<file path="config.mk">
export PLATFORM = sky130hd
export DESIGN_NAME = thermAlarm
export DESIGN_NICKNAME = d
export VERILOG_FILES = /design/src/rtl/thermAlarmPkg.sv /design/src/rtl/thermAlarmDatapath.sv /design/src/rtl/thermAlarmControl.sv /design/src/rtl/thermAlarm.sv
export SDC_FILE = /design/constraint.sdc
export NUM_CORES = 1
export LEC_CHECK = 0
export ABC_AREA = 1
export BUFFER_PORTS_ARGS = -buffer_cell sky130_fd_sc_hd__buf_2
export CELL_PAD_IN_SITES_DETAIL_PLACEMENT = 1
export CELL_PAD_IN_SITES_GLOBAL_PLACEMENT = 1
export CORE_MARGIN = 3
export CORE_UTILIZATION = 39
export DETAILED_ROUTE_END_ITERATION = 8
export PLACE_DENSITY = 0.84
export SYNTH_ARGS = -nofsm -noshare
export SYNTH_HDL_FRONTEND = slang
export SYNTH_HIERARCHICAL = 1
export SYNTH_SLANG_ARGS = --single-unit
</file>
<file path="constraint.sdc">
create_clock -name clk -period 5 [get_ports clk]
set_clock_uncertainty 0.15 [all_clocks]
set_input_delay 0.25 -clock clk [delete_from_list [all_inputs] [get_ports clk]]
set_output_delay 0.25 -clock clk [all_outputs]
set_load 0.02 [all_outputs]
</file>
<file path="src/rtl/thermAlarmPkg.sv">
package thermAlarmPkg;

  localparam int STAGES = 3;
  localparam int STAGE_W = $clog2(STAGES + 1);
  localparam int STEP_MILLI = 5000;

  localparam logic [6:0] ADDR_REV = 7'h01;
  localparam logic [6:0] ADDR_TYPE = 7'h04;
  localparam logic [6:0] ADDR_SUBTYPE = 7'h05;
  localparam logic [6:0] ADDR_STATUS = 7'h08;
  localparam logic [6:0] ADDR_SHDN = 7'h40;
  localparam logic [6:0] ADDR_ALARM = 7'h46;

  localparam logic [7:0] TYPE_CODE = 8'h09;

  typedef logic [STAGE_W-1:0] stage_t;

  // configuration strobes handed from the register side to the datapath
  typedef struct packed {
    logic [1:0] thrSel;
    logic alarmOn;
    logic [1:0] ovr;   // [0] gates stage 2, [1] gates stage 3
  } ctrlStrobes_t;

  function automatic int tripMilli(input int gen, input logic [1:0] sel, input int idx);
    int base;
    if (gen == 0) base = 105000 + idx * 20000;
    else if (idx == 2) base = 140000;
    else base = 90000 + idx * 20000;
    return base + STEP_MILLI * int'(sel);
  endfunction

  function automatic logic [2:0] stateCode(input stage_t s);
    case (s)
      stage_t'(0): return 3'd0;
      stage_t'(1): return 3'd1;
      stage_t'(2): return 3'd3;
      default: return 3'd5;
    endcase
  endfunction

endpackage

</file>
<file path="src/rtl/thermAlarmDatapath.sv">
module thermAlarmDatapath
  import thermAlarmPkg::*;
#(
  parameter int GEN = 0,
  parameter int TEMP_W = 20
) (
  input  logic clk,
  input  logic rstN,
  input  logic signed [TEMP_W-1:0] tempIn,
  input  ctrlStrobes_t cfg,
  output stage_t stage,
  output logic irq,
  output logic shdn
);

  logic [STAGES-1:0] hit;
  stage_t stageNext;
  stage_t stageQ;
  int tempExt;

  assign tempExt = int'(tempIn);

  for (genvar g = 0; g < STAGES; g++) begin : gCmp
    assign hit[g] = tempExt >= tripMilli(GEN, cfg.thrSel, g);
  end

  always_comb begin
    stageNext = '0;
    if (cfg.alarmOn) begin
      for (int k = 0; k < STAGES; k++) begin
        stageNext = stageNext + stage_t'(hit[k]);
      end
    end
  end

  always_ff @(posedge clk or negedge rstN) begin
    if (!rstN) stageQ <= '0;
    else stageQ <= stageNext;
  end

  if (GEN == 0) begin : gPulse
    logic pulseQ;
    always_ff @(posedge clk or negedge rstN) begin
      if (!rstN) pulseQ <= 1'b0;
      else pulseQ <= (stageNext != stageQ);
    end
    assign irq = pulseQ;
  end else begin : gLevel
    assign irq = (stageQ != '0);
  end

  assign shdn = ((stageQ == stage_t'(2)) && !cfg.ovr[0]) ||
                ((stageQ == stage_t'(3)) && !cfg.ovr[1]);
  assign stage = stageQ;

endmodule

</file>
<file path="src/rtl/thermAlarmControl.sv">
module thermAlarmControl
  import thermAlarmPkg::*;
#(
  parameter int GEN = 0,
  parameter logic [7:0] REV = 8'h01
) (
  input  logic clk,
  input  logic rstN,
  input  logic [6:0] regAddr,
  input  logic regWrEn,
  input  logic [7:0] regWrData,
  input  stage_t stage,
  output logic [7:0] regRdData,
  output ctrlStrobes_t cfg
);

  localparam logic [7:0] SUBTYPE_CODE = (GEN == 0) ? 8'h08 : 8'h09;

  logic [1:0] selQ;
  logic [1:0] ovrQ;
  logic alarmOnQ;
  logic [7:0] statusByte;

  always_ff @(posedge clk or negedge rstN) begin
    if (!rstN) begin
      selQ <= '0;
      ovrQ <= '0;
      alarmOnQ <= 1'b0;
    end else if (regWrEn) begin
      if (regAddr == ADDR_SHDN) begin
        selQ <= regWrData[1:0];
        ovrQ <= regWrData[7:6];
      end
      if (regAddr == ADDR_ALARM) alarmOnQ <= regWrData[7];
    end
  end

  if (GEN == 0) begin : gStatOld
    assign statusByte = {{(8 - STAGE_W){1'b0}}, stage};
  end else begin : gStatNew
    assign statusByte = {1'b0, stateCode(stage), 4'b0000};
  end

  always_comb begin
    case (regAddr)
      ADDR_REV: regRdData = REV;
      ADDR_TYPE: regRdData = TYPE_CODE;
      ADDR_SUBTYPE: regRdData = SUBTYPE_CODE;
      ADDR_STATUS: regRdData = statusByte;
      ADDR_SHDN: regRdData = {ovrQ, 4'b0000, selQ};
      ADDR_ALARM: regRdData = {alarmOnQ, 7'b0};
      default: regRdData = 8'h00;
    endcase
  end

  assign cfg = '{thrSel: selQ, alarmOn: alarmOnQ, ovr: ovrQ};

endmodule

</file>
<file path="src/rtl/thermAlarm.sv">
module thermAlarm
  import thermAlarmPkg::*;
#(
  parameter int GEN = 0,
  parameter int TEMP_W = 20,
  parameter logic [7:0] REV = 8'h01
) (
  input  logic clk,
  input  logic rstN,
  input  logic signed [TEMP_W-1:0] tempIn,
  input  logic [6:0] regAddr,
  input  logic regWrEn,
  input  logic [7:0] regWrData,
  output logic [7:0] regRdData,
  output logic irqOut,
  output logic shdnReq
);

  ctrlStrobes_t cfgW;
  stage_t stageW;

  thermAlarmControl #(.GEN(GEN), .REV(REV)) u_ctrl (
    .clk(clk), .rstN(rstN), .regAddr(regAddr), .regWrEn(regWrEn),
    .regWrData(regWrData), .stage(stageW), .regRdData(regRdData), .cfg(cfgW)
  );

  thermAlarmDatapath #(.GEN(GEN), .TEMP_W(TEMP_W)) u_dp (
    .clk(clk), .rstN(rstN), .tempIn(tempIn), .cfg(cfgW),
    .stage(stageW), .irq(irqOut), .shdn(shdnReq)
  );

endmodule

</file>
# --- Yosys cells after proc, flatten, opt, wreduce, memory -nomap -nowiden ---
# Cells that the tools add are included.
classes:
  order_cmp: 3
  multipliers: 1
  n_eq_ne: 9
  n_addsub: 5
  n_mux: 2
  reduce_logical: 7
ops:
  columns: ["op", "count"]
  rows:
  - ["20-bit by 32-bit greater-or-equal comparator with 1-bit output", 2]
  - ["8-bit case mux with 6 select lines", 1]
  - ["18-bit by 32-bit adder with 32-bit output, first input constant", 1]
  - ["19-bit by 32-bit adder with 32-bit output, first input constant", 1]
  - ["20-bit by 19-bit greater-or-equal comparator with 1-bit output", 1]
  - ["17-bit by 15-bit adder with 18-bit output, first input constant", 1]
  - ["7-bit by 3-bit == test with 1-bit output, second input constant", 2]
  - ["7-bit == test, second input constant", 2]
  - ["10-bit by 2-bit multiplier with 12-bit output, first input constant", 1]
  - ["7-bit by 1-bit == test with 1-bit output, second input constant", 1]
  - ["7-bit by 4-bit == test with 1-bit output, second input constant", 1]
  - ["2-bit == test, second input constant", 2]
  - ["2-bit AND reduction", 2]
  - ["1-bit by 1-bit adder with 2-bit output", 1]
  - ["2-bit by 1-bit adder with 2-bit output", 1]
  - ["1-bit logical AND", 2]
  - ["1-bit logical NOT", 2]
  - ["2-bit two-way mux", 1]
  - ["2-bit inequality test", 1]
  - ["1-bit logical OR", 1]
word_totals:
  elab_cells: 32
  output_inout_bits: 10
  in_bits: 38
  regBits: 8

# --- Longest topological paths before layout ---
# Gate-level depths: netlist of run 1.
logic_depth:
  ltp_word: 7
  ltp_mapped: 18
  depth_no_buf: 18

# --- Modules after synthesis ---
# Netlist of run 1, hierarchy kept.
by_module_without_submodules:
  columns: ["mod", "area_each_um2", "cells_per_inst", "seq_area_each_um2", "instances"]
  rows:
  - ["thermAlarmDatapath", 1257.5, 202, 75.1, 1]
  - ["thermAlarmControl", 437.9, 64, 125.1, 1]

# --- Least setup slack after synthesis of run 1 ---
# OpenSTA, ideal clock, no wires.
synth_path:
  path_kind: "register to register"
  startpoint: "reg u_ctrl.selQ[1]"
  endpoint: "reg u_dp.gPulse.pulseQ (netlist: u_dp/irq)"
  arrival_time_ns: 2.974
  path_slack_ns: 1.749
  period_less_slack_ns: 3.251
  path_buffers: 0
  required_time_ns: 4.723
  setup_ns: 0.127
  path_stages_with_launch: 19
  path_cell_list: "dfrtp_1 inv_1 ha_1 nand2_1 o21ai_0 ha_1 nand2_1 nor2_1 nand2_1 nor2_1 nand2_1 nand3_1 nand2_1 nand2_1 a21oi_1 fa_1 nor2_1 xor2_1 or2_2"
synth_between:
  elab_chain_cells: 7
  elab_cells_between_ends: 11
  classes_between: "add/sub: 5; mul: 1; order compare: 3; eq/ne: 1; mux: 1"
synth_rtl:
  columns: ["item", "line_no", "text"]
  rows:
  - ["start, declared", "thermAlarmControl.sv:19", "logic [1:0] selQ;"]
  - ["start signal, assigned", "thermAlarmControl.sv:31", "selQ <= regWrData[1:0];"]
  - ["10-bit by 2-bit multiplier with 12-bit output (*)", "thermAlarmPkg.sv:30", "return base + STEP_MILLI * int'(sel);"]
  - ["18-bit by 32-bit adder with 32-bit output or 17-bit by 15-bit adder with 18-bit output (tied branches)", "thermAlarmPkg.sv:30", null]
  - ["20-bit by 32-bit greater-or-equal comparator with 1-bit output or 20-bit by 19-bit greater-or-equal comparator with 1-bit output (tied branches)", "thermAlarmDatapath.sv:24", "assign hit[g] = tempExt >= tripMilli(GEN, cfg.thrSel, g);"]
  - ["1-bit by 1-bit adder with 2-bit output", "thermAlarmDatapath.sv:31", "stageNext = stageNext + stage_t'(hit[k]);"]
  - ["2-bit by 1-bit adder with 2-bit output (*)", "thermAlarmDatapath.sv:31", null]
  - ["2-bit two-way mux (*)", "thermAlarmDatapath.sv:29", "if (cfg.alarmOn) begin"]
  - ["net u_dp.stageNext[0]", "thermAlarmDatapath.sv:17", "stage_t stageNext;"]
  - ["2-bit inequality test (*)", "thermAlarmDatapath.sv:45", "else pulseQ <= (stageNext != stageQ);"]
  - ["end signal, assigned", "thermAlarmDatapath.sv:45", null]
  - ["end, declared", "thermAlarmDatapath.sv:42", "logic pulseQ;"]
# The timed path passes the listed nets; every way through them passes the cells marked *.
# A chain may end at the register's enable or synchronous reset.

# --- Final worst setup path of run 1 ---
# Ends and elaborated chain as after synthesis.

==> results of run 1 <==
==> how the worst min path moves through the flow <==
stage | start | endpoint | slack, ns | cells past startpoint
final | regWrData[6] | u_ctrl/ovrQ[0] | 0.11 | 3
after global placement | rstN | u_ctrl/ovrQ[0] | -0.05 | 1
after floorplan | rstN | u_ctrl/alarmOnQ | -0.20 | 0
after global routing | regWrData[0] | u_ctrl/selQ[0] | 0.12 | 3
after CTS | regWrData[0] | u_ctrl/selQ[0] | 0.11 | 3
after detailed placement | rstN | u_ctrl/ovrQ[0] | -0.05 | 1
==> power groups by stage <==
stage	Combinational [mW]	Clock (mW)	Sequential, mW
3_3_place_gp	0.160	0	0.0781
6_report	0.169	0.0773	0.0776
5_1_grt	0.195	0.0830	0.0786
4_1_cts	0.170	0.0803	0.0779
3_5_place_dp	0.168	0	0.0783
2_1_floorplan	0.112	0	0.0778
==> flip-flops by register name (all words and copies together), names as in the netlist <==
name and count:
u_ctrl/alarmOnQ 1, u_ctrl/selQ 2, u_dp/irq 1, u_ctrl/ovrQ 2
u_dp/stage 2
==> what timing repair did <==
item                      4_1_cts  5_1_grt
resized for setup               0        0
hold buffers                    1        0
hold endpoints to repair        8        0
==> Yosys cell counts, types with 2 or more instances <==
| cell | instances | area share |
|---|---|---|
| sky130_fd_sc_hd__nor2_1 | 25 | 0.055 |
| sky130_fd_sc_hd__nor4_1 | 4 | 0.015 |
| sky130_fd_sc_hd__a21oi_1 | 14 | 0.041 |
| sky130_fd_sc_hd__inv_1 | 49 | 0.11 |
| sky130_fd_sc_hd__nand4_1 | 6 | 0.022 |
| sky130_fd_sc_hd__dfrtp_1 | 8 | 0.12 |
| sky130_fd_sc_hd__buf_4 | 4 | 0.018 |
| sky130_fd_sc_hd__o21ai_0 | 4 | 0.012 |
| sky130_fd_sc_hd__xor2_1 | 4 | 0.021 |
| sky130_fd_sc_hd__nor3b_1 | 2 | 0.0089 |
| sky130_fd_sc_hd__nand3_1 | 28 | 0.083 |
| sky130_fd_sc_hd__nand2_1 | 68 | 0.15 |
| sky130_fd_sc_hd__ha_1 | 36 | 0.27 |
==> worst reg2reg max path, stage by stage, from the launching register on <==
cell and delay (ns):
sky130_fd_sc_hd__dfrtp_1 0.55, sky130_fd_sc_hd__inv_1 0.18, sky130_fd_sc_hd__ha_1 0.42, sky130_fd_sc_hd__nand2_1 0.10, sky130_fd_sc_hd__o21ai_0 0.09, sky130_fd_sc_hd__ha_1 0.33, sky130_fd_sc_hd__nand2_1 0.06, sky130_fd_sc_hd__nor2_1 0.15
sky130_fd_sc_hd__nand2_1 0.10, sky130_fd_sc_hd__nor4_1 0.37, sky130_fd_sc_hd__a21oi_1 0.11, sky130_fd_sc_hd__fa_1 0.50, sky130_fd_sc_hd__nor2_1 0.19, sky130_fd_sc_hd__xor2_1 0.09, sky130_fd_sc_hd__or2_2 0.28
==> cells by family (layout without fill, tap and decap cells) <==
family,after synthesis,after routing,share of synthesized area
and+or+nand+nor,142,142,0.388
xor gates and xnor gates,5,5,0.0258
adders and majority gates,37,37,0.277
DFF,8,8,0.118
other,1,3,0.00221
AOI/OAI and AO/OA,20,20,0.0620
buffers and inverters,53,93,0.126
==> metal layers <==
metal / vias to the layer above / share of wire / track usage
met5: - / 0 / 0
li1: 932 / - / -
met2: 41 / 0.53 / 0.368
met4: 0 / 0.013 / 0.0668
met1: 853 / 0.42 / 0.233
met3: 8 / 0.041 / 0.0125
==> layout make-up <==
class	count	share of cell area
multi-input combinational	207	0.649
sequential	8	0.101
inverter	49	0.0926
clock buffer	3	0.0208
tap	50	0.0315
timing repair buffer	41	0.106
==> metrics by stage <==
stage	hold slack (ns)	std cells	util
6_report	0.112	358	0.486
4_1_cts	0.111	358	0.486
5_1_grt	0.124	358	0.486
2_1_floorplan	-0.196	268	-
3_3_place_gp	-0.0508	354	0.474
3_5_place_dp	-0.0457	354	0.474
==> flow_summary.yaml, run 1 <==
run_status:
  outcome: "finished, final reports clean"
global_routing:
  initial_antenna_violation_count: 0
  gr-total-overflow: 0
  grt_util_all_layers: 0.196
  grt_start_max_net_pins: 12
  grt_first_pass_wirelength_mm: 8.15
  grt_pass1_vias: 1838
clock_network:
  post-cts-setup-buffers: 0
  clkSinkCount: 8
  cts_root_buffer: "sky130_fd_sc_hd__clkbuf_8"
  cts_htree_levels: 1
  clkTransAtPathRegs_ns: 0.04
  clock_tree.buffer_depth: 2
  cts_tree: "done"
  cts-buffers-inserted: 3
  source_to_sink_clock_delay_at_the_later_pin_of_the_worst_skew_pair_ns: 0.23
power_and_ir_drop:
  p_int_uw: 187
  peakVddDrop_mv: 0.142
  power.leakage_nw: 1.19
  power.switching_uw: 137
  pwr-share-seq: 0.239
  power.share.combinational: 0.522
  power_per_cell_area_mw_per_mm2: 163
  power_uw: 324
  switching_share: 0.423
  clock_power_share: 0.239
timing:
  timing.fmax_ghz: 0.264
  share_of_the_clock_period_used_by_the_worst_path: 0.757
  finalSetupViolCount: 0
  worst_slack_ns: 1.22
  fin_crit_ns: 3.78
  timing_hold_violations_final: 0
  drv_slew: 0
  rsz0062_at_grt: "no"
  timing.setup.tns_ns: 0
placement:
  pre_cts_slack_ns: 1.26
  dpl-instance-area_mm2: 0.00194
  globalplace.congestion: 0.903
  numPortBuffers: 40
  dp_hpwl_mm: 4.25
drt:
  first_iter_violations: 49
  drtPass1Iterations: 4
  avgViaCountPerCell: 5.12
  drt-wirelength-per-cell_um: 13.5
  dr_total_vias: 1834
  ant_nets: 0
  route.detailed.drc: 0
  finalWirelength_mm: 4.84
setup_path:
  critPathMaxStageDelay_ns: 0.55
  worst-setup-path-type: "register to register"
  reg2reg_to: "u_dp/irq"
  worst_setup_path_start_kind: "register"
  worstPathArrival_ns: 3.74
  worst_path_most_repeated_cell: "sky130_fd_sc_hd__nand2_1"
  worstSetupEndpoint: "u_dp/irq"
  top_delay_family_on_crit_path: "adder cells"
  critical-path-slowest-cell: "sky130_fd_sc_hd__dfrtp_1"
  critPathBufInv: 1
  cp_num_cells: 14
  critical_path.cell_chain: "inv_1 > ha_1 > nand2_1 > o21ai_0 > ha_1 > nand2_1 > nor2_1 > nand2_1 > nor4_1 > a21oi_1 > fa_1 > nor2_1 > xor2_1 > or2_2"
  crit_path_end_kind: "register"
  worstSetupStartpoint: "u_ctrl/selQ[1]"
  worst_r2r_startpoint: "u_ctrl/selQ[1]"
  reg2reg_slack_ns: 1.22
  ff2ff_path_depth: 14
  crit_required_ns: 4.96
  timing.critical_path.fanout_max: 11
logic_synthesis:
  ys_dominant_reg_cell: "sky130_fd_sc_hd__dfrtp_1"
  synth_seq_cells: 8
  syn-mean-instance-area_um2: 6.37
  synth-edff-count: 0
  yosysWarnings: 6
  netlist_area_mm2: 0.00170
  synth.yosys.seq_area_share: 0.118
  synth_cells: 266
  synth_cell_type_count: 27
  async_flop_share: 1.00
die:
  design.core.area_mm2: 0.00409
  die-height_um: 71.9
  die_x_um: 71.9
  rows: 23
  floorplan.die_area_mm2: 0.00517
  i_o_pins: 48
  initial_utilization: 0.415
final_layout:
  fin_area_mm2: 0.00199
  fraction_of_final_layout_cells_sized_beyond_drive_strength_1: 0.162
  area_growth_pct: 17.2
  ff_latch_area_um2: 200
  antenna_cells: 0
  layout.nets: 385
  most-common-layout-cells: "sky130_fd_sc_hd__nand2_1 (68), sky130_fd_sc_hd__inv_1 (49), sky130_fd_sc_hd__buf_2 (40), sky130_fd_sc_hd__ha_1 (36), sky130_fd_sc_hd__nand3_1 (28)"
  fillCellCount: 586
  layout.cells.most_common: "sky130_fd_sc_hd__nand2_1"
  multiInputGateArea_mm2: 0.00129
min_path:
  worst_hold_path_type: "input pin to register"
run:
  max_cap_check_violation_count: 0
Power figures use the tool's default switching activity.
==> inputs of run 2 (changes only) <==
--- a/config.mk
+++ b/config.mk
@@ -10,9 +10,9 @@
 export CELL_PAD_IN_SITES_DETAIL_PLACEMENT = 1
 export CELL_PAD_IN_SITES_GLOBAL_PLACEMENT = 1
 export CORE_MARGIN = 3
-export CORE_UTILIZATION = 39
+export CORE_UTILIZATION = 33
 export DETAILED_ROUTE_END_ITERATION = 8
-export PLACE_DENSITY = 0.84
+export PLACE_DENSITY = 0.76
 export SYNTH_ARGS = -nofsm -noshare
 export SYNTH_HDL_FRONTEND = slang
 export SYNTH_HIERARCHICAL = 1
==> constraint.sdc (replaced) <==
create_clock -name clk -period 3 [get_ports clk]
set_clock_uncertainty 0.15 [all_clocks]
set_input_delay 0.15 -clock clk [delete_from_list [all_inputs] [get_ports clk]]
set_output_delay 0.15 -clock clk [all_outputs]
set_load 0.02 [all_outputs]
==> run 2 against run 1 <==
The flow now finishes with violations (negative setup slack). First-iteration DRC count shrank 16%. Cell count increased by 10%. Sequential power is 66% higher. Die area increased by 17%. Via count is 3.8% higher. Critical path type unchanged. Highest routed layer unchanged.
==> flow_summary.yaml, run 2 (synthesized netlist as in run 1, its figures left out) <==
global_routing:
  grt_pass1_vias: 2004
  grt_first_pass_wirelength_mm: 9.05
  initial_antenna_violation_count: 0
  gr-total-overflow: 0
  grt_start_max_net_pins: 9
  grt_util_all_layers: 0.185
final_layout:
  layout.cells.most_common: "sky130_fd_sc_hd__nand2_1"
  fin_area_mm2: 0.00234
  fraction_of_final_layout_cells_sized_beyond_drive_strength_1: 0.320
  layout.nets: 404
  area_growth_pct: 38.2
  fillCellCount: 661
  antenna_cells: 0
  most-common-layout-cells: "sky130_fd_sc_hd__nand2_1 (64), sky130_fd_sc_hd__inv_1 (46), sky130_fd_sc_hd__buf_2 (40), sky130_fd_sc_hd__nand3_1 (27), sky130_fd_sc_hd__ha_1 (27)"
  post_layout_nonfiller_instances: 395
die:
  die-height_um: 77.7
  initial_utilization: 0.350
  design.core.area_mm2: 0.00485
  floorplan.die_area_mm2: 0.00603
  i_o_pins: 48
  rows: 25
  die_x_um: 77.7
setup_path:
  worst_setup_path_start_kind: "register"
  worst-setup-path-type: "register to register"
  crit_required_ns: 2.96
  crit_path_end_kind: "register"
  timing.critical_path.fanout_max: 6
  worstPathArrival_ns: 3.16
drt:
  avgViaCountPerCell: 4.82
  finalWirelength_mm: 5.42
  ant_nets: 0
  route.detailed.drc: 0
  drt-wirelength-per-cell_um: 13.7
  dr_total_vias: 1904
  first_iter_violations: 41
  drtPass1Iterations: 4
placement:
  post-place-cells: 387
  globalplace.congestion: 0.900
  dp_hpwl_mm: 4.60
  numPortBuffers: 40
  dpl-instance-area_mm2: 0.00211
clock_network:
  source_to_sink_clock_delay_at_the_later_pin_of_the_worst_skew_pair_ns: 0.23
  cts-buffers-inserted: 3
  clock_tree.buffer_depth: 2
  cts_tree: "done"
  cts_root_buffer: "sky130_fd_sc_hd__clkbuf_8"
  cts_htree_levels: 1
  clkTransAtPathRegs_ns: 0.04
  clkSinkCount: 8
min_path:
  worst_hold_path_type: "input pin to register"
timing:
  fin_crit_ns: 3.20
  hold_slack_ns: 0.00482
  rsz0062_at_grt: "yes"
  timing_hold_violations_final: 0
  share_of_the_clock_period_used_by_the_worst_path: 1.07
  drv_slew: 0
  timing.fmax_ghz: 0.313
  worst_slack_ns: -0.197
  finalSetupViolCount: 1
power_and_ir_drop:
  power.leakage_nw: 1.29
  power_uw: 627
  power_per_cell_area_mw_per_mm2: 267
  peakVddDrop_mv: 0.287
run_status:
  failing_checks: "negative setup slack"
  outcome: "finished with violations"
run:
  max_cap_check_violation_count: 0
==> run 2: changes by cell type in the layout (fill, tap and decap cells not counted), sizes merged <==
cell	change
buf	+19
clkbuf	+1
==> run 2: worst paths after layout <==
check | startpoint | end | slack [ns] | cells after the start
min in group asynchronous | rstN | u_ctrl/ovrQ[1] | 0.15 | 2
max in group asynchronous | rstN | u_ctrl/selQ[0] | 2.36 | 2
setup reg to reg | u_ctrl/selQ[1] | u_dp/irq | -0.20 | 13
hold / removal | regWrData[1] | u_ctrl/selQ[1] | 0.005 | 3
setup / recovery | u_ctrl/selQ[1] | u_dp/irq | -0.20 | 13
hold reg to reg | u_ctrl/alarmOnQ | u_ctrl/alarmOnQ | 0.39 | 2
==> run 2: worst max-delay path, stage by stage (launching register included) <==
cell	delay, ns
sky130_fd_sc_hd__dfrtp_2	0.46
sky130_fd_sc_hd__inv_4	0.08
sky130_fd_sc_hd__buf_6	0.12
sky130_fd_sc_hd__ha_1	0.21
sky130_fd_sc_hd__ha_1	0.31
sky130_fd_sc_hd__nand4_1	0.15
sky130_fd_sc_hd__nor3b_1	0.33
sky130_fd_sc_hd__nand3_1	0.12
sky130_fd_sc_hd__nand3_1	0.12
sky130_fd_sc_hd__a21oi_2	0.07
sky130_fd_sc_hd__fa_1	0.54
sky130_fd_sc_hd__nor2_2	0.05
sky130_fd_sc_hd__xor2_1	0.14
sky130_fd_sc_hd__or2_4	0.23
==> run 2: final cells by class <==
type / count / area [um2] / share of cell area
tap: 67 / 83.8 / 0.0358
clock buffer: 4 / 45.0 / 0.0192
timing repair buffer: 60 / 360 / 0.154
multi-input combinational: 207 / 1460 / 0.624
inverter: 49 / 189 / 0.0806
sequential: 8 / 203 / 0.0865
==> run 2: through the flow <==
step,setup TNS (ns),utilization,setup WS (ns)
4_1_cts,-0.182,0.459,-0.182
2_1_floorplan,0,-,0.0314
5_1_grt,-0.498,0.483,-0.386
6_report,-0.197,0.483,-0.197
3_3_place_gp,-0.0881,0.436,-0.0881
3_5_place_dp,-0.191,0.436,-0.191
==> run 2: report_power, final <==
| group | total [mW] | switching (mW) | internal (mW) |
|---|---|---|---|
| Sequential | 0.129 | 0.0113 | 0.118 |
| Clock | 0.135 | 0.0432 | 0.0922 |
| Combinational | 0.362 | 0.208 | 0.154 |
| Total | 0.627 | 0.262 | 0.364 |
==> run 2: per-layer routing <==
layer  global-route usage  share of wire  wire length (um)
met1                0.233           0.45              2460
met3               0.0267          0.034               185
met2                0.334           0.50              2720
met5                    0              0                 0
met4               0.0302          0.010                55
==> run 2: repair_timing <==
item	4_1_cts	5_1_grt
setup buffers	2	1
hold endpoints to repair	8	0
endpoints found under the setup margin	1	3
pin swaps	13	10
hold buffers	1	0
resized for setup	12	22
==> inputs of run 3 (changes only) <==
--- a/config.mk
+++ b/config.mk
@@ -5,13 +5,13 @@
 export SDC_FILE = /design/constraint.sdc
 export NUM_CORES = 1
 export LEC_CHECK = 0
-export ABC_AREA = 1
 export BUFFER_PORTS_ARGS = -buffer_cell sky130_fd_sc_hd__buf_2
 export CELL_PAD_IN_SITES_DETAIL_PLACEMENT = 1
 export CELL_PAD_IN_SITES_GLOBAL_PLACEMENT = 1
 export CORE_MARGIN = 3
-export CORE_UTILIZATION = 33
+export CORE_UTILIZATION = 34
 export DETAILED_ROUTE_END_ITERATION = 8
+export GPL_TIMING_DRIVEN = 1
 export PLACE_DENSITY = 0.76
 export SYNTH_ARGS = -nofsm -noshare
 export SYNTH_HDL_FRONTEND = slang
==> run 3 against run 2 <==
The run still ends with negative setup slack left. Clock-buffer cell count is the same. Combinational power is essentially flat. Worst hold slack improved by 0.0034 ns. Global-route usage rose by 1.2 points. Sequential power about the same. Total power is 1.2% lower. Non-clock buffer count grew 10. Critical endpoint unchanged. Synthesized area down 13%. Critical path depth did not move. Core utilization grew 3.6 points. Worst setup slack got worse by 0.047 ns. Maximum frequency down 1.5%.
==> flow_summary.yaml, run 3 <==
clock_network:
  cts-buffers-inserted: 3
  cts_tree: "done"
  clkTransAtPathRegs_ns: 0.04
  source_to_sink_clock_delay_at_the_later_pin_of_the_worst_skew_pair_ns: 0.23
  cts_htree_levels: 1
  clock_tree.buffer_depth: 2
  cts_root_buffer: "sky130_fd_sc_hd__clkbuf_8"
  clkSinkCount: 8
setup_path:
  reg2reg_slack_ns: -0.24
  worst-setup-path-type: "register to register"
  critical-path-slowest-cell: "sky130_fd_sc_hd__fa_2"
  crit_required_ns: 2.96
  worstPathArrival_ns: 3.21
  critPathMaxStageDelay_ns: 0.50
  reg2reg_to: "u_dp/irq"
  crit_path_end_kind: "register"
  timing.critical_path.fanout_max: 5
  worstSetupStartpoint: "u_ctrl/selQ[1]"
  worst_setup_path_start_kind: "register"
  critical_path.cell_chain: "buf_6 > inv_6 > ha_4 > inv_2 > ha_1 > a221o_1 > o21ai_2 > o211ai_1 > a31oi_2 > fa_2 > nor2b_2 > xnor2_1 > nand2_1"
  ff2ff_path_depth: 13
  worst_r2r_startpoint: "u_ctrl/selQ[1]"
timing:
  finalSetupViolCount: 3
  rsz0062_at_grt: "yes"
  share_of_the_clock_period_used_by_the_worst_path: 1.08
  worst_slack_ns: -0.245
  relative_slew_margins: 0.644
  timing.setup.tns_ns: -0.465
  drv_slew: 0
  fin_crit_ns: 3.24
  timing_hold_violations_final: 0
  timing.fmax_ghz: 0.308
  max_slew.worst_pin.slew_ns: 0.526
power_and_ir_drop:
  peakVddDrop_mv: 0.237
  power.leakage_nw: 1.04
  power_per_cell_area_mw_per_mm2: 292
run:
  max_cap_check_violation_count: 0
logic_synthesis:
  async_flop_share: 1.00
  synth.cells.most_frequent: "sky130_fd_sc_hd__ha_1 (36), sky130_fd_sc_hd__inv_1 (13), sky130_fd_sc_hd__nand2_1 (11)"
  xor_xnor_share_of_the_synthesized_area: 0.0355
  post_synth_and_or_nand_nor_area_fraction: 0.250
  yosysTopAreaCell: "sky130_fd_sc_hd__ha_1"
  synth-compound-area-share: 0.158
  ys_dominant_reg_cell: "sky130_fd_sc_hd__dfrtp_1"
  netlist_area_mm2: 0.00148
  syn-mean-instance-area_um2: 8.46
  synth_adder_area_share: 0.318
  muxShareOfSynthArea: 0.0448
  synthMostInstantiatedCell: "sky130_fd_sc_hd__ha_1"
  synth_cell_type_count: 46
  synth_seq_cells: 8
  biggest_area_contributors_in_the_synthesized_netlist: "sky130_fd_sc_hd__ha_1 (30%), sky130_fd_sc_hd__dfrtp_1 (14%), sky130_fd_sc_hd__mux2_2 (3.8%)"
  yosysWarnings: 6
  synth-edff-count: 0
  synth_top_area_frac: 0.304
  synth_cells: 175
  synth.yosys.seq_area_share: 0.135
  dominant_combinational_cell_family_by_area_after_synthesis: "adder cells"
drt:
  drt-wirelength-per-cell_um: 16.5
  ant_nets: 0
  finalWirelength_mm: 4.90
  route.detailed.drc: 0
  dr_total_vias: 1586
  drtPass1Iterations: 4
  avgViaCountPerCell: 5.34
  first_iter_violations: 37
placement:
  dp_hpwl_mm: 3.87
  numPortBuffers: 40
  globalplace.congestion: 0.852
final_layout:
  fraction_of_final_layout_cells_sized_beyond_drive_strength_1: 0.429
  layout.nets: 323
  layout.cells.most_common: "sky130_fd_sc_hd__buf_2"
  most-common-layout-cells: "sky130_fd_sc_hd__buf_2 (40), sky130_fd_sc_hd__ha_1 (31), sky130_fd_sc_hd__buf_4 (27), sky130_fd_sc_hd__inv_1 (10), sky130_fd_sc_hd__nor2_1 (9)"
  final_core_util: 0.519
  area_growth_pct: 43.3
  antenna_cells: 0
global_routing:
  grt_start_max_net_pins: 9
  initial_antenna_violation_count: 0
  grt_first_pass_wirelength_mm: 8.18
  grt_util_all_layers: 0.197
  grt_pass1_vias: 1746
  gr-total-overflow: 0
run_status:
  outcome: "finished with violations"
  failing_checks: "negative setup slack"
die:
  floorplan.die_area_mm2: 0.00518
  design.core.area_mm2: 0.00409
  die-height_um: 72.0
  die_x_um: 72.0
  i_o_pins: 48
  initial_utilization: 0.362
  rows: 23
min_path:
  worst_hold_path_type: "input pin to register"
  worst_hold_startpoint: "regWrData[1]"
  min_path_cells: 2
  hold-path-endpoint: "u_ctrl/selQ[1]"
-- run 3: cell count changes in the layout (fill, tap and decap cells not counted), sizes merged, moves of 3 or more --
cell	before	now
nand2	70	11
inv	49	14
nand3	29	2
nor2	28	10
buf	59	69
nor3	1	8
o21ai	4	11
a21oi	14	8
a31oi	0	6
mux2	0	5
nor2b	0	5
and3	0	4
and2	0	3
xnor2	1	4
-- run 3: cell families after synthesis --
group	Yosys count
XOR/XNOR	6
multiplexers	6
buffers and inverters	18
adder cells (fa/ha/maj)	37
AND/OR/NAND/NOR	62
AO/OA/AOI/OAI	37
other	1
flip-flops	8
-- run 3: power breakdown --
group / switching (mW) / internal [mW] / total (mW) / leakage [nW]
combinational: 0.188 / 0.171 / 0.359 / 0.913
sequential: 0.00844 / 0.118 / 0.126 / 0.108
clock: 0.0423 / 0.0921 / 0.134 / 0.0228
-- run 3: through the flow --
step / hold slack, ns / worst slack [ns] / area [um2] / std cells / power, mW
2_1_floorplan: -0.296 / 0.0382 / 1500 / 177 / 0.300
3_3_place_gp: -0.153 / -0.234 / 1900 / 285 / 0.426
3_5_place_dp: -0.148 / -0.335 / 1900 / 285 / 0.435
4_1_cts: 0.00584 / -0.203 / 2080 / 295 / 0.601
5_1_grt: 0.0140 / -0.337 / 2120 / 297 / 0.672
6_report: 0.00823 / -0.245 / 2120 / 297 / 0.619
-- run 3: what timing repair did --
| action | in CTS | in global routing |
|---|---|---|
| pin swaps | 17 | 6 |
| gates resized for setup | 18 | 5 |
| hold buffers | 1 | 0 |
| endpoints found under the setup margin | 3 | 3 |
| hold endpoints to repair | 8 | 0 |
| buffers inserted | 5 | 2 |
-- run 3: metal layers --
| layer | vias to the layer above | routed length, um | global-route usage |
|---|---|---|---|
| met5 | - | 0 | 0 |
| li1 | 792 | - | - |
| met3 | 6 | 142 | 0.0235 |
| met1 | 759 | 2110 | 0.245 |
| met4 | 0 | 57 | 0.0418 |
| met2 | 29 | 2590 | 0.362 |
-- run 3: how the worst max path moves through the flow --
stage | to | slack (ns) | depth (start not counted)
final | u_dp/irq | -0.24 | 13
after global routing | u_dp/irq | -0.34 | 14
after CTS | u_dp/irq | -0.20 | 15
after detailed placement | u_dp/irq | -0.34 | 13
after global placement | u_dp/irq | -0.23 | 13
after floorplan | u_dp/irq | 0.04 | 12
-- run 3: cell type report --
cell class	instances	area [um2]
clock buffers	4	45.0
fillers	505	1970
inverters	14	57.6
multi-input cells	151	1310
flip-flops and latches	8	201
well taps	50	62.6
repair buffers	70	444
-- run 3: critical path, delay by kind of cell (launching register included) --
| family | cells | cell delay [ns] |
|---|---|---|
| and+or+nand+nor | 2 | 0.23 |
| DFF | 1 | 0.41 |
| AOI/OAI and AO/OA | 4 | 0.89 |
| buffers and inverters | 3 | 0.21 |
| xor gates and xnor gates | 1 | 0.13 |
| adders and majority gates | 3 | 1.09 |
